`src/rtl/dcc_pkg.sv`:
```
package dcc_pkg;

    typedef enum logic [2:0] {
        CYC_NONE    = 3'd0,
        CYC_READ    = 3'd1,
        CYC_EWRITE  = 3'd2,
        CYC_RMW     = 3'd3,
        CYC_RASONLY = 3'd4,
        CYC_CBR     = 3'd5,
        CYC_TENTRY  = 3'd6,
        CYC_INDET   = 3'd7
    } cyc_e;

    typedef enum logic [1:0] {
        PH_IDLE,
        PH_ACTIVE,
        PH_REFRESH
    } phase_e;

endpackage

```
`src/rtl/dcc_sync.sv`:
```
module dcc_sync #(
    parameter int           W       = 4,
    parameter int           STAGES  = 2,
    parameter logic [W-1:0] RST_VAL = '1
) (
    input  logic         clk,
    input  logic         rst_n,
    input  logic [W-1:0] din,
    output logic [W-1:0] dout
);

    logic [W-1:0] stg_d [STAGES];
    logic [W-1:0] stg_q [STAGES];

    always_comb begin
        stg_d[0] = din;
        for (int i = 1; i < STAGES; i++) begin
            stg_d[i] = stg_q[i-1];
        end
    end

    always_ff @(posedge clk or negedge rst_n) begin
        if (!rst_n) begin
            for (int i = 0; i < STAGES; i++) begin
                stg_q[i] <= RST_VAL;
            end
        end else begin
            for (int i = 0; i < STAGES; i++) begin
                stg_q[i] <= stg_d[i];
            end
        end
    end

    assign dout = stg_q[STAGES-1];

endmodule

```
`src/rtl/dcc_classifier.sv`:
```
module dcc_classifier
    import dcc_pkg::*;
#(
    parameter int RMW_MIN = 5,
    parameter int TM_DLY  = 1,
    parameter int AGE_W   = 4
) (
    input  logic             clk,
    input  logic             rst_n,
    input  logic             ras_l,
    input  logic             cas_l,
    input  logic             we_l,
    output cyc_e             code_o,
    output logic             vld_o,
    output logic             tmode_o,
    output logic             rd_kind_o,
    output logic [AGE_W-1:0] age_o
);

    localparam int AGE_MAX = RMW_MIN + TM_DLY + 1;

    typedef struct packed {
        phase_e           phase;
        cyc_e             cls;
        logic             cas_seen;
        logic [AGE_W-1:0] age;
        logic             tmode;
        logic             ras_p;
        logic             cas_p;
        logic             we_p;
        cyc_e             code;
        logic             vld;
    } st_t;

    st_t s_d, s_q;
    logic ras_fall, ras_rise, cas_fall, we_fall;

    always_comb begin
        ras_fall = ras_l && !s_q.ras_p;
        ras_rise = !ras_l && s_q.ras_p;
        cas_fall = cas_l && !s_q.cas_p;
        we_fall  = we_l && !s_q.we_p;

        s_d       = s_q;
        s_d.vld   = 1'b0;
        s_d.ras_p = ras_l;
        s_d.cas_p = cas_l;
        s_d.we_p  = we_l;

        if (!cas_l) begin
            s_d.age = '0;
        end else if (s_q.age != AGE_W'(AGE_MAX)) begin
            s_d.age = s_q.age + 1'b1;
        end

        unique case (s_q.phase)
            PH_IDLE: begin
                if (ras_fall) begin
                    if (cas_l) begin
                        s_d.phase = PH_REFRESH;
                        s_d.cls   = we_l ? CYC_TENTRY : CYC_CBR;
                        s_d.tmode = we_l;
                    end else begin
                        s_d.phase    = PH_ACTIVE;
                        s_d.cls      = CYC_NONE;
                        s_d.cas_seen = 1'b0;
                    end
                end
            end
            PH_ACTIVE: begin
                if (ras_rise) begin
                    s_d.phase = PH_IDLE;
                    s_d.vld   = 1'b1;
                    s_d.cls   = CYC_NONE;
                    if (!s_q.cas_seen) begin
                        s_d.code  = CYC_RASONLY;
                        s_d.tmode = 1'b0;
                    end else begin
                        s_d.code = s_q.cls;
                    end
                end else begin
                    if (cas_fall && !s_q.cas_seen) begin
                        s_d.cas_seen = 1'b1;
                        s_d.cls      = we_l ? CYC_EWRITE : CYC_READ;
                    end
                    if (we_fall && s_q.cas_seen && s_q.cls == CYC_READ) begin
                        s_d.cls = (s_q.age >= AGE_W'(RMW_MIN)) ? CYC_RMW : CYC_INDET;
                    end
                end
            end
            PH_REFRESH: begin
                if (ras_rise) begin
                    s_d.phase = PH_IDLE;
                    s_d.vld   = 1'b1;
                    s_d.code  = s_q.cls;
                    s_d.cls   = CYC_NONE;
                end
            end
            default: s_d.phase = PH_IDLE;
        endcase
    end

    always_ff @(posedge clk or negedge rst_n) begin
        if (!rst_n) begin
            s_q <= '{phase: PH_IDLE, cls: CYC_NONE, cas_seen: 1'b0, age: '0,
                     tmode: 1'b0, ras_p: 1'b0, cas_p: 1'b0, we_p: 1'b0,
                     code: CYC_NONE, vld: 1'b0};
        end else begin
            s_q <= s_d;
        end
    end

    assign code_o    = s_q.code;
    assign vld_o     = s_q.vld;
    assign tmode_o   = s_q.tmode;
    assign rd_kind_o = (s_q.phase == PH_ACTIVE) &&
                       (s_q.cls == CYC_READ || s_q.cls == CYC_RMW);
    assign age_o     = s_q.age;

endmodule

```
`src/rtl/dcc_dq_path.sv`:
```
module dcc_dq_path #(
    parameter int DQ_W   = 8,
    parameter int GRP    = 4,
    parameter int TM_DLY = 1,
    parameter int AGE_W  = 4
) (
    input  logic                clk,
    input  logic                rst_n,
    input  logic                rd_kind,
    input  logic                cas_l,
    input  logic                oe_l,
    input  logic                tmode,
    input  logic [AGE_W-1:0]    age,
    input  logic [DQ_W-1:0]     rd_data,
    input  logic [DQ_W*GRP-1:0] cmp_bits,
    output logic [DQ_W-1:0]     dq_o,
    output logic                dq_oe
);

    typedef struct packed {
        logic            oe;
        logic [DQ_W-1:0] dq;
    } out_t;

    out_t o_d, o_q;
    logic [DQ_W-1:0] lane_ok;
    logic [AGE_W-1:0] need_age;

    for (genvar g = 0; g < DQ_W; g++) begin : g_lane
        assign lane_ok[g] = (cmp_bits[g*GRP +: GRP] == {GRP{cmp_bits[g*GRP]}});
    end

    always_comb begin
        need_age = tmode ? AGE_W'(TM_DLY + 1) : AGE_W'(1);
        o_d.oe   = rd_kind && cas_l && oe_l && (age >= need_age);
        o_d.dq   = o_d.oe ? (tmode ? lane_ok : rd_data) : '0;
    end

    always_ff @(posedge clk or negedge rst_n) begin
        if (!rst_n) begin
            o_q <= '0;
        end else begin
            o_q <= o_d;
        end
    end

    assign dq_o  = o_q.dq;
    assign dq_oe = o_q.oe;

endmodule

```
`src/rtl/dram_cycle_decoder.sv`:
```
module dram_cycle_decoder
    import dcc_pkg::*;
#(
    parameter int DQ_W    = 8,
    parameter int GRP     = 4,
    parameter int SYNC_N  = 2,
    parameter int RMW_MIN = 5,
    parameter int TM_DLY  = 1
) (
    input  logic                clk,
    input  logic                rst_n,
    input  logic                ras_n,
    input  logic                cas_n,
    input  logic                we_n,
    input  logic                oe_n,
    input  logic [DQ_W-1:0]     rd_data,
    input  logic [DQ_W*GRP-1:0] cmp_bits,
    output logic [DQ_W-1:0]     dq_o,
    output logic                dq_oe,
    output logic [2:0]          cyc_code,
    output logic                cyc_valid,
    output logic                test_mode
);

    localparam int AGE_W = $clog2(RMW_MIN + TM_DLY + 2);

    logic [3:0]       strobe_s;
    logic             ras_l, cas_l, we_l, oe_l;
    logic             rd_kind;
    logic [AGE_W-1:0] cas_age;
    cyc_e             code;

    dcc_sync #(.W(4), .STAGES(SYNC_N), .RST_VAL(4'hF)) u_sync (
        .clk  (clk),
        .rst_n(rst_n),
        .din  ({ras_n, cas_n, we_n, oe_n}),
        .dout (strobe_s)
    );

    assign ras_l = ~strobe_s[3];
    assign cas_l = ~strobe_s[2];
    assign we_l  = ~strobe_s[1];
    assign oe_l  = ~strobe_s[0];

    dcc_classifier #(.RMW_MIN(RMW_MIN), .TM_DLY(TM_DLY), .AGE_W(AGE_W)) u_cls (
        .clk      (clk),
        .rst_n    (rst_n),
        .ras_l    (ras_l),
        .cas_l    (cas_l),
        .we_l     (we_l),
        .code_o   (code),
        .vld_o    (cyc_valid),
        .tmode_o  (test_mode),
        .rd_kind_o(rd_kind),
        .age_o    (cas_age)
    );

    dcc_dq_path #(.DQ_W(DQ_W), .GRP(GRP), .TM_DLY(TM_DLY), .AGE_W(AGE_W)) u_dq (
        .clk     (clk),
        .rst_n   (rst_n),
        .rd_kind (rd_kind),
        .cas_l   (cas_l),
        .oe_l    (oe_l),
        .tmode   (test_mode),
        .age     (cas_age),
        .rd_data (rd_data),
        .cmp_bits(cmp_bits),
        .dq_o    (dq_o),
        .dq_oe   (dq_oe)
    );

    assign cyc_code = code;

endmodule

```
`config.mk`:
```
export PLATFORM = sky130hd
export DESIGN_NAME = dram_cycle_decoder
export DESIGN_NICKNAME = d
export VERILOG_FILES = /design/src/rtl/dcc_pkg.sv /design/src/rtl/dcc_sync.sv /design/src/rtl/dcc_classifier.sv /design/src/rtl/dcc_dq_path.sv /design/src/rtl/dram_cycle_decoder.sv
export SDC_FILE = /design/constraint.sdc
export NUM_CORES = 1
export LEC_CHECK = 0
export ABC_AREA = 1
export BUFFER_PORTS_ARGS = -buffer_cell sky130_fd_sc_hd__buf_2
export CAP_MARGIN = 20
export CORE_MARGIN = 1.5
export CORE_UTILIZATION = 54
export CTS_CLUSTER_DIAMETER = 80
export DETAILED_ROUTE_END_ITERATION = 16
export HOLD_SLACK_MARGIN = 0.12
export PLACE_DENSITY = 0.84
export SLEW_MARGIN = 20
export SYNTH_ARGS = -nofsm -noshare
export SYNTH_HDL_FRONTEND = slang
export SYNTH_HIERARCHICAL = 1
export SYNTH_SLANG_ARGS = --single-unit
```
`constraint.sdc`:
```
create_clock -name clk -period 3.6 [get_ports clk]
set_clock_uncertainty 0.05 [all_clocks]
set_input_delay 0.9 -clock clk [delete_from_list [all_inputs] [get_ports clk]]
set_output_delay 0.9 -clock clk [all_outputs]
set_load 0.05 [all_outputs]
```
# ---- After elaboration in Yosys (flattened, before gate mapping)
# Index checks and enable logic that the tools add are counted.
dict set report op_classes {
  n_addsub 1
  order_cmp 2
  eq_ne 22
  mux 29
  bitwise 4
  reduce_logical 26
}
# op count
set ops {}
lappend ops {{== test 3 bit} 8}
lappend ops {{two-way mux 3 bit} 6}
lappend ops {{two-way mux 8 bit} 2}
lappend ops {{two-way mux 4 bit} 3}
lappend ops {{logical AND 1 bit} 11}
lappend ops {{two-way mux 5 bit} 2}
lappend ops {{AND reduction 5 bit} 2}
lappend ops {{one-hot mux 3 bit (3 select lines)} 1}
lappend ops {{two-way mux 2 bit} 4}
lappend ops {{inequality test 2 x 1 -> 1 bit (second input constant)} 4}
lappend ops {{inequality test 2 bit (second input constant)} 4}
lappend ops {{one-hot mux 4 bit (2 select lines)} 1}
lappend ops {{two-way mux 1 bit} 6}
lappend ops {{two-way mux 6 bit} 1}
lappend ops {{one-hot mux 2 bit (3 select lines)} 1}
lappend ops {{AND reduction 3 bit} 2}
lappend ops {{nonzero test 2 bit} 3}
lappend ops {{logical NOT 1 bit} 4}
lappend ops {{inequality test 4 x 1 -> 1 bit (second input constant)} 1}
lappend ops {{inverter 1 bit} 4}
lappend ops {{one-hot mux 1 bit (2 select lines)} 2}
lappend ops {{AND reduction 4 bit} 1}
lappend ops {{adder 3 x 1 -> 3 bit (second input constant)} 1}
lappend ops {{== test 3 x 1 -> 1 bit (second input constant)} 1}
lappend ops {{9 further kinds} 9}
dict set report totals {
  regBits 34
  inputBits 46
  out_inout_bits 14
}

# ---- Depth between registers and ports, before layout
# Gate-level depths: netlist (run 1).
dict set report logic_depth {
  depth_word 7
  ltp_mapped 10
  mapped_depth_nobuf 10
}

# ---- Modules after synthesis
# The synthesis (run 1) kept the hierarchy.
# mod n_inst cells_each area_per_inst_um2 seq_area_each_um2
set modules_own_cells {}
lappend modules_own_cells {dcc_classifier 1 126 1021.0 425.4}
lappend modules_own_cells {dcc_dq_path 1 78 601.8 225.2}
lappend modules_own_cells {dcc_sync 1 8 210.2 210.2}
lappend modules_own_cells {dram_cycle_decoder 1 4 15.0 0.0}

# ---- Worst setup path after synthesis (run 1)
# OpenSTA, ideal clock, no wires.
dict set report synth_path {
  kind {register to register}
  start {register u_cls.s_q (netlist bit u_cls/tmode_o)}
  end {register u_dq.o_q (netlist bit u_dq/dq_oe)}
  arrival_time_ps 1561
  required_time_ps 3430
  setup_slack_ps 1869
  stages_incl_launch_ff 10
  cell_sequence {dfrtp_1 buf_6 clkinv_4 ha_1 inv_1 nand2_1 nand2_1 nand2_2 nand2_4 inv_1}
}
# item line
set synth_lines {}
lappend synth_lines {{start: declaration} dcc_classifier.sv:35} ;# st_t s_d, s_q;
lappend synth_lines {{start signal: assignment} dcc_classifier.sv:105} ;# s_q <= '{phase: PH_IDLE, cls: CYC_NONE, cas_seen: 1'b0, age: '0,
lappend synth_lines {{end signal: assignment} dcc_dq_path.sv:41} ;# o_q <= '0;
lappend synth_lines {{end signal: assignment} dcc_dq_path.sv:43} ;# o_q <= o_d;
lappend synth_lines {{end: declaration} dcc_dq_path.sv:25} ;# out_t o_d, o_q;

# ---- Worst setup path in the final report (run 1)
dict set report layout_path {
  start {register u_cls.s_q (netlist bit u_cls/tmode_o)}
  end {output test_mode}
}
# item line
set layout_lines {}
lappend layout_lines {{end: declaration} dram_cycle_decoder.sv:22} ;# output logic test_mode
# No word-level cell between the ends.

==> flow_metrics.tcl, run 1 <==
set metrics [dict create \
    cts_buffers 5 \
    holdPathStages 0 \
    synth_cells 216 \
    num_rows 21 \
    syn-cell-area_mm2 0.00185 \
    dr_total_vias 1538 \
    hpwlAfterDp_mm 2.62 \
    min_path_type "reg -> reg" \
    hold_buffers 0 \
    die_h_um 61.5 \
    drt_first_iter_violations 63 \
    port_buffers 59 \
    antenna_cells 0 \
    gp_congestion 0.841 \
    grt_max_degree 35 \
    utilization 0.669 \
    layout-drive-gt1-share 0.393 \
    avgSynthCellArea_um2 8.56 \
    via_per_inst 4.79 \
    hp-start "u_sync/stg_d[0]$_DFF_PN1_" \
    status "finished clean" \
    yosysWarnings 6 \
    tns_ns 0 \
    rr_startpoint "u_cls/s_q[16]$_DFFE_PN0P_" \
    final_antenna_net_count 0 \
    max_cap_violations 0 \
    finalSetupViolCount 0 \
    end_kind "output pin" \
    path_buf_inv 1 \
    rrSetupSlack_ns 1.83 \
    cp.depth 1 \
    max_stage_delay_ns 0.63 \
    cts_resized 0 \
    finalWirelength_mm 3.46 \
    slew_headroom 0.507 \
    worst_ep_arrival_time_ns 1.32 \
    leakage_nw 1.20 \
    synth.distinct_cells 26 \
    drc 0 \
    crit_chain "buf_2" \
    clkTransAtPathRegs_ns 0.11 \
    worst_pin_slew_ns 0.740 \
    ys_ff_latch 34 \
    whs_endpoint "u_sync/dout[0]$_DFF_PN1_" \
    area_growth_syn_to_layout_pct 19.9 \
    ir_drop_mv 0.368 \
    multi_input_area_um2 817 \
    postCtsSetupRepairBufs 0 \
    period_share 0.631 \
    synthTopCellsByArea "dfrtp_1, dfstp_2, nand2_1" \
    io_pins 60 \
    die_w_um 61.5 \
    crit_fanout 11 \
    htreeDepth 2 \
    netlist.top_cell.by_area "dfrtp_1" \
    synth_nets 271 \
    setup.worst_path.class "reg -> out" \
    register_area_um2 861 \
    cts_num_sinks 34 \
    crit_family "flip-flops" \
    core-area_mm2 0.00331 \
    nFillCells 267 \
    initial_core_util 0.558 \
    wl_per_cell_um 10.8 \
    grt_overflow 0 \
    worst_path_max_delay_cell "dfrtp_1" \
    ys_seq_area_frac 0.466 \
    finalNetCount 329 \
    cts_root_buf "clkbuf_4" \
    rsz0062_at_grt "false" \
    max_freq_ghz 0.440 \
    p_per_area_mw_per_mm2 568 \
    grt_pass1_wl_mm 5.69 \
    antenna_found_initial 0 \
    insertion_delay_ns 0.34 \
    cp-start-kind "flop" \
    fin_crit_ns 2.27 \
    cts.path.max_buffers 2 \
    synth_top_area_frac 0.352 \
    grt_use_total 0.206 \
    required_ns 2.65 \
    cts_tree "built" \
    drtPass1Iterations 4 \
    grt_pass1_vias 1379 \
    timing.rr.end "u_dq/dq_o[7]$_DFF_PN0_" \
    reg2reg_depth 7 \
    die_area_mm2 0.00378 \
    hold_viol 0 \
    slew_viol_final 0 \
]
==> cells in the mapped netlist (all sizes together) <==
library cell  number
ha                 9
nand3             18
nor3               1
nand3b             1
dfstp              8
buf                8
dfrtp             26
nand2             62
a31oi              1
o21ai             27
nand4              1
a21oi             12
clkinv             1
nor2              14
inv               26
and3               1
==> worst max-delay path by stage <==
| stage | startpoint | end | slack [ns] |
|---|---|---|---|
| global placement | u_cls/tmode_o$_DFFE_PN0P_ | test_mode | 1.72 |
| floorplan | u_cls/tmode_o$_DFFE_PN0P_ | u_dq/dq_oe$_DFF_PN0_ | 1.87 |
| detailed placement | u_cls/tmode_o$_DFFE_PN0P_ | test_mode | 1.69 |
| CTS | u_cls/tmode_o$_DFFE_PN0P_ | test_mode | 1.30 |
| finish | u_cls/tmode_o$_DFFE_PN0P_ | test_mode | 1.33 |
| global route | u_cls/tmode_o$_DFFE_PN0P_ | test_mode | 1.23 |
==> through the flow <==
step / hold slack, ns / instances / worst slack (ns) / instance area (µm²) / total power, W
after floorplan: 0.295 / 216 / 1.87 / 1850 / 0.000902
after detailed placement: 0.297 / 313 / 1.69 / 2140 / 0.00100
after CTS: 0.312 / 321 / 1.30 / 2220 / 0.00127
after global routing: 0.321 / 321 / 1.23 / 2220 / 0.00136
final: 0.305 / 321 / 1.33 / 2220 / 0.00126
after global placement: 0.296 / 313 / 1.72 / 2140 / 0.000984
==> worst register-to-register path: stages (launching register included) <==
cell and delay [ns]:
dfrtp_1 0.44, inv_1 0.09, ha_1 0.36, inv_2 0.11
nor3_1 0.19, and3_4 0.21, nand2_4 0.11, a21oi_2 0.13
==> flip-flops by register name (all words and copies together), names as in the netlist <==
| name | flops |
|---|---|
| u_sync/stg_d | 4 |
| u_dq/dq_o | 8 |
| u_cls/age_o | 3 |
| u_sync/dout | 4 |
| u_cls/vld_o | 1 |
| u_dq/dq_oe | 1 |
| u_cls/code_o | 3 |
| u_cls/tmode_o | 1 |
| u_cls/s_q | 9 |
==> cell usage in the layout (no fill, tap or decap) <==
master	netlist	final
nand3_2	2	2
and3_4	1	1
clkinv_4	1	1
dfstp_2	8	8
nor3_1	1	1
ha_1	9	9
o21ai_0	20	20
nand3_1	16	16
a21oi_1	3	3
nor2_4	2	2
clkbuf_4	0	5
nand3b_1	1	1
nor2_2	1	1
nor2_1	11	11
nand2_1	53	53
buf_2	0	59
inv_2	7	7
nand4_1	1	1
clkbuf_8	0	3
inv_1	19	19
o21ai_2	1	1
a21oi_2	9	9
a31oi_1	1	1
dfrtp_1	26	26
nand2_4	2	2
o21ai_1	6	6
nand2_2	7	7
==> power by group <==
part | internal [W] | switching, W | total (W) | leakage (nW)
clock network | 0.000133 | 0.000127 | 0.000260 | 0.0446
logic | 0.000171 | 0.000342 | 0.000513 | 0.724
registers | 0.000433 | 0.0000520 | 0.000485 | 0.430
total | 0.000737 | 0.000521 | 0.00126 | 1.20
==> metal layers <==
layer / GRT usage / part of all wire / vias up
met1: 0.258 / 0.44 / 683
met4: 0.0790 / 0.016 / 0
met3: 0.0693 / 0.050 / 6
met5: 0 / 0 / -
li1: - / - / 801
met2: 0.329 / 0.49 / 48
==> layout make-up <==
type | count | share of cell area
flip-flops and latches | 34 | 0.388
repair buffers | 59 | 0.133
inverters | 27 | 0.0480
well taps | 46 | 0.0260
clock buffers | 8 | 0.0356
multi-input cells | 147 | 0.369
==> cell families after synthesis <==
logic type                 Yosys count  share of synthesized area
buffers and inverters               35                     0.0921
adders and majority gates            9                     0.0609
AOI/OAI and AO/OA                   40                      0.129
and+or+nand+nor                     98                      0.252
DFF                                 34                      0.466
(Power assumes the default switching activity.)
==> inputs of run 2 (changes only) <==
--- a/config.mk
+++ b/config.mk
@@ -9,11 +9,11 @@
 export BUFFER_PORTS_ARGS = -buffer_cell sky130_fd_sc_hd__buf_2
 export CAP_MARGIN = 20
 export CORE_MARGIN = 1.5
-export CORE_UTILIZATION = 54
+export CORE_UTILIZATION = 45
 export CTS_CLUSTER_DIAMETER = 80
 export DETAILED_ROUTE_END_ITERATION = 16
 export HOLD_SLACK_MARGIN = 0.12
-export PLACE_DENSITY = 0.84
+export PLACE_DENSITY = 0.75
 export SLEW_MARGIN = 20
 export SYNTH_ARGS = -nofsm -noshare
 export SYNTH_HDL_FRONTEND = slang
==> constraint.sdc (replaced) <==
create_clock -name clk -period 1.9 [get_ports clk]
set_clock_uncertainty 0.05 [all_clocks]
set_input_delay 0.475 -clock clk [delete_from_list [all_inputs] [get_ports clk]]
set_output_delay 0.475 -clock clk [all_outputs]
set_load 0.05 [all_outputs]
==> run 2 against run 1 <==
Net effect:
- first-iteration DRC count shrank 29%
- critical endpoint is now u_dq/dq_o[3]$_DFF_PN0_
- sequential share of layout area is 1.3 points lower
- largest cell class unchanged
- combinational power rose by 97%
- wire length is 4.6% higher
- design area rose by 3.5%
- die area increased by 19%
- final cell count rose by 2.2%
==> flow_metrics.tcl, run 2 (synthesized netlist as in run 1, its figures left out) <==
set metrics [dict create \
    period_share 0.905 \
    utilization 0.578 \
    core-area_mm2 0.00397 \
    grt_pass1_vias 1378 \
    gp_congestion 0.825 \
    hold_viol 0 \
    regMostFlops "u_cls/s_q" \
    rsz0062_at_grt "false" \
    layout-drive-gt1-share 0.396 \
    max_cap_violations 0 \
    min_path_type "in -> reg" \
    finalWirelength_mm 3.62 \
    cts.path.max_buffers 2 \
    crit_fanout 9 \
    worst_path_max_delay_cell "dfrtp_1" \
    die_area_mm2 0.00450 \
    slew_viol_final 0 \
    dpl.cell_count 319 \
    finalSetupViolCount 0 \
    final_common_cell "buf_2" \
    cp-start-kind "flop" \
    final_area_mm2 0.00229 \
    grt_pass1_wl_mm 5.83 \
    ir_drop_mv 0.540 \
    crit_chain "inv_1 -> ha_1 -> inv_2 -> nor3_1 -> and3_4 -> nand2_4 -> a21oi_2" \
    max_freq_ghz 0.582 \
    dr_total_vias 1530 \
    antenna_cells 0 \
    fin_worst_hold_slack_ns 0.232 \
    antenna_found_initial 0 \
    area_growth_syn_to_layout_pct 24.1 \
    leakage_nw 1.22 \
    cts_root_buf "clkbuf_8" \
    initial_core_util 0.465 \
    finalNetCount 332 \
    final_antenna_net_count 0 \
    fin_crit_ns 1.72 \
    wl_per_cell_um 11.0 \
    slew_headroom 0.729 \
    cts_buffers 5 \
    required_ns 2.06 \
    io_pins 60 \
    tns_ns 0 \
    final_cells 328 \
    drt_first_iter_violations 45 \
    max_stage_delay_ns 0.42 \
    htreeDepth 2 \
    clkTransAtPathRegs_ns 0.07 \
    port_buffers 59 \
    status "finished clean" \
    largest_reg_flops 9 \
    final_cell_mix "buf_2, nand2_1, dfrtp_1, o21ai_0, inv_1" \
    grt_max_degree 19 \
    drtPass1Iterations 4 \
    cts_num_sinks 34 \
    num_rows 23 \
    die_h_um 67.1 \
    worst_ep_arrival_time_ns 1.88 \
    insertion_delay_ns 0.29 \
    grt_overflow 0 \
    drc 0 \
    p_per_area_mw_per_mm2 1130 \
    end_kind "flop" \
    setup.worst_path.class "reg -> reg" \
    detailed_place.area_mm2 0.00217 \
    worst_pin_slew_ns 0.406 \
    grt_use_total 0.174 \
    die_w_um 67.1 \
    cts_tree "built" \
    via_per_inst 4.66 \
    hpwlAfterDp_mm 2.74 \
]
-- run 2: cell types whose count changed in the layout (fill, tap and decap cells not counted), sizes merged --
cell	previous run	this run
dlygate4sd3	0	1
buf	59	61
clkbuf	8	5
clkinvlp	0	2
bufinv	0	1
-- run 2: area by class of cell --
cell class / count / area (µm²)
well taps: 50 / 62.6
clock inverters: 3 / 45.0
inverters: 27 / 106
multi-input cells: 147 / 817
fillers: 355 / 1680
clock buffers: 5 / 68.8
flip-flops and latches: 34 / 861
repair buffers: 62 / 333
-- run 2: repair_timing --
action,CTS,global route
hold buffers,1,0
buffers inserted,0,0
endpoints found under the setup margin,0,0
hold endpoints to repair,9,0
resized for setup,0,0
-- run 2: metrics by stage --
stage,worst slack [ns],total power [W]
3_3_place_gp,0.263,0.00190
2_1_floorplan,0.169,0.00171
6_report,0.181,0.00258
5_1_grt,0.0974,0.00277
4_1_cts,0.185,0.00261
3_5_place_dp,0.203,0.00192
-- run 2: path summary, 6_finish.rpt --
path | start | to | slack (ns) | depth (start not counted)
min in group asynchronous | rst_n | u_cls/s_q[11]$_DFFE_PN0P_ | 0.59 | 2
hold / removal | cas_n | u_sync/stg_d[2]$_DFF_PN1_ | 0.23 | 1
setup reg to reg | u_cls/s_q[16]$_DFFE_PN0P_ | u_dq/dq_o[3]$_DFF_PN0_ | 0.18 | 7
setup / recovery | u_cls/s_q[16]$_DFFE_PN0P_ | u_dq/dq_o[3]$_DFF_PN0_ | 0.18 | 7
max in group asynchronous | rst_n | u_cls/age_o[1]$_DFFE_PN0P_ | 0.77 | 3
hold reg to reg | u_sync/stg_d[0]$_DFF_PN1_ | u_sync/dout[0]$_DFF_PN1_ | 0.30 | 0
-- run 2: metal layers --
metal	share of wire	wire length, µm	up-vias	global-route usage
met2	0.47	1720	54	0.280
li1	-	-	808	-
met5	0	0	-	0
met1	0.44	1580	663	0.216
met4	0.014	49	0	0.0612
met3	0.075	270	5	0.0608
-- run 2: power by group --
| group | switching (W) | internal (W) |
|---|---|---|
| Combinational | 0.000675 | 0.000339 |
| Sequential | 0.0000799 | 0.000822 |
| Clock | 0.000274 | 0.000390 |
| Total | 0.00103 | 0.00155 |
-- run 2: worst max-delay path: cells and delay by family, from the launching register on --
family | cells | cell delay (ns)
DFF | 1 | 0.42
adders and majority gates | 1 | 0.33
and+or+nand+nor | 3 | 0.51
AOI/OAI and AO/OA | 1 | 0.13
buffers and inverters | 2 | 0.20
==> inputs of run 3 (changes only) <==
--- a/config.mk
+++ b/config.mk
@@ -13,9 +13,8 @@
 export CTS_CLUSTER_DIAMETER = 80
 export DETAILED_ROUTE_END_ITERATION = 16
 export HOLD_SLACK_MARGIN = 0.12
-export PLACE_DENSITY = 0.75
+export PLACE_DENSITY = 0.76
 export SLEW_MARGIN = 20
 export SYNTH_ARGS = -nofsm -noshare
 export SYNTH_HDL_FRONTEND = slang
-export SYNTH_HIERARCHICAL = 1
 export SYNTH_SLANG_ARGS = --single-unit
==> run 3 against run 2 <==
Net effect:
- combinational power fell by 12%
- clock-buffer cell count did not move
- hold slack improved by 0.0038 ns
- sequential power fell by 0.6%
- register-to-register slack improved by 0.09 ns
- design area fell by 2.3%
==> flow_metrics.tcl, run 3 <==
set metrics [dict create \
    grt_pass1_vias 1524 \
    finalNetCount 324 \
    area_growth_syn_to_layout_pct 28.8 \
    fin_ws_ns 0.271 \
    rrSetupSlack_ns 0.27 \
    cp.depth 7 \
    crit_family "compound AO/OA/AOI/OAI gates" \
    drt_first_iter_violations 25 \
    cts.path.max_buffers 2 \
    setup.worst_path.class "reg -> reg" \
    max_freq_ghz 0.614 \
    worst_path_max_delay_cell "dfrtp_1" \
    path_buf_inv 2 \
    cts_root_buf "clkbuf_8" \
    rsz0062_at_grt "false" \
    final_cell_mix "nand2_1, buf_2, o21ai_0, dfrtp_1" \
    grt_use_total 0.189 \
    slew_headroom 0.722 \
    avgSynthCellArea_um2 8.53 \
    cp-start-kind "flop" \
    worst_ep_arrival_time_ns 1.79 \
    synth.distinct_cells 25 \
    ys_seq_area_frac 0.495 \
    layout-drive-gt1-share 0.341 \
    synth_nets 259 \
    io_pins 60 \
    synthTopCellsByArea "dfrtp_1, nand2_1, dfstp_2" \
    grt_overflow 0 \
    ir_drop_mv 0.544 \
    hp-start "ras_n" \
    wl_per_cell_um 11.1 \
    power_switching_share 0.358 \
    die_h_um 65.2 \
    status "finished clean" \
    num_rows 22 \
    synth_common_cells "nand2_1, o21ai_0, dfrtp_1" \
    end_kind "flop" \
    cts_resized 0 \
    critPathCapture "u_dq.dq_o[4]$_DFF_PN0_" \
    timing.rr.end "u_dq.dq_o[4]$_DFF_PN0_" \
    leakage_nw 1.18 \
    die_w_um 65.2 \
    fin_crit_ns 1.63 \
    clkPwrFrac 0.306 \
    reg2reg_depth 7 \
    grt_pass1_wl_mm 6.04 \
    p_sw_w 0.000921 \
    rr_startpoint "u_cls.s_q[16]$_DFFE_PN0P_" \
    crit_chain "inv_1 -> ha_1 -> inv_2 -> nor2_2 -> nand4_1 -> a21o_1 -> a21oi_2" \
    synth_cells 204 \
    antenna_cells 0 \
    max_stage_delay_ns 0.40 \
    antenna_found_initial 0 \
    place_ws_ns 0.284 \
    core-area_mm2 0.00369 \
    worst_pin_slew_ns 0.417 \
    port_buffers 59 \
    cts_num_sinks 34 \
    drtPass1Iterations 4 \
    tns_ns 0 \
    hold_viol 0 \
    slew_viol_final 0 \
    timing.critical_path.from "u_cls.s_q[16]$_DFFE_PN0P_" \
    yosysWarnings 0 \
    clkTransAtPathRegs_ns 0.07 \
    p_comb_frac 0.346 \
    synth_edf_count 0 \
    period_share 0.857 \
    crit_fanout 9 \
    max_cap_violations 0 \
    synth_top_area_frac 0.374 \
    finalWirelength_mm 3.55 \
    final_antenna_net_count 0 \
    gp_congestion 0.833 \
    grt_max_degree 35 \
    hpwlAfterDp_mm 2.87 \
    cts_tree "built" \
    seqPwrFrac 0.348 \
    finalSetupViolCount 0 \
    htreeDepth 2 \
    drc 0 \
    largest_reg_flops 9 \
    dr_total_vias 1563 \
    netlist.top_cell.by_area "dfrtp_1" \
    synth_ff_type "dfrtp_1" \
    required_ns 2.06 \
    min_path_type "in -> reg" \
    intPower_w 0.00165 \
    via_per_inst 4.92 \
    async_flop_share 1.00 \
    regMostFlops "u_cls.s_q" \
    insertion_delay_ns 0.28 \
    initial_core_util 0.472 \
    die_area_mm2 0.00425 \
    cts_buffers 5 \
    ys_ff_latch 34 \
    syn-cell-area_mm2 0.00174 \
    total_power_w 0.00257 \
    p_per_area_mw_per_mm2 1150 \
    yosysMostFrequentCell "nand2_1" \
]
run 3: cell count changes after synthesis, moves of 3 or more:
cell | before | now
nand2_2 | 7 | 1
inv_2 | 7 | 1
o21ai_0 | 20 | 27
nand2_1 | 53 | 59
o21ai_1 | 6 | 1
nor2_1 | 11 | 8
o31ai_1 | 0 | 3
buf_4 | 7 | 3
run 3: through the flow:
step	util	cells	area, µm²	hold slack [ns]
after global routing	0.607	318	2240	0.212
after CTS	0.607	318	2240	0.223
after detailed placement	0.567	309	2090	0.297
final	0.607	318	2240	0.236
after floorplan	-	204	1740	0.129
after global placement	0.567	309	2090	0.296
run 3: worst min-delay path by stage:
stage | slack (ns) | endpoint | depth (start not counted)
floorplan | 0.13 | u_cls.age_o[0]$_DFFE_PN0P_ | 0
global placement | 0.30 | u_sync.dout[2]$_DFF_PN1_ | 0
detailed placement | 0.30 | u_sync.dout[0]$_DFF_PN1_ | 0
CTS | 0.22 | u_sync.stg_d[3]$_DFF_PN1_ | 1
global route | 0.21 | u_sync.stg_d[3]$_DFF_PN1_ | 1
finish | 0.24 | u_sync.stg_d[3]$_DFF_PN1_ | 1
run 3: cells by family (layout without fill, tap and decap cells):
kind of cell | Yosys count | in the layout | synth area share
buffers and inverters | 25 | 91 | 0.0655
AND/OR/NAND/NOR | 92 | 92 | 0.222
AO/OA/AOI/OAI | 44 | 44 | 0.153
adder cells (fa/ha/maj) | 9 | 9 | 0.0647
flip-flops | 34 | 34 | 0.495
run 3: layer usage:
layer,routed length (µm),GRT usage,up-vias
met3,219,0.0685,6
met5,0,0,-
met1,1500,0.209,711
li1,-,-,798
met4,68,0.107,0
met2,1760,0.313,48
run 3: repair_timing:
action                    4_1_cts  5_1_grt
hold endpoints to repair       26        0
buffers inserted                0        0
hold buffers                    1        0
run 3: final cells by class:
type	instances	area, µm²
clock buffer	5	68.8
timing repair buffer	63	340
inverter	20	75.1
tap	48	60.1
sequential	34	862
multi-input combinational	145	764
clock inverter	3	68.8
fill	345	1450
run 3: power by group through the flow:
| stage | Combinational [W] | Sequential [W] | Clock, W |
|---|---|---|---|
| floorplan | 0.000600 | 0.000941 | 0 |
| global placement | 0.000862 | 0.000903 | 0 |
| detailed placement | 0.000888 | 0.000908 | 0 |
| CTS | 0.000895 | 0.000895 | 0.000805 |
| global route | 0.00101 | 0.000908 | 0.000835 |
| finish | 0.000890 | 0.000897 | 0.000787 |
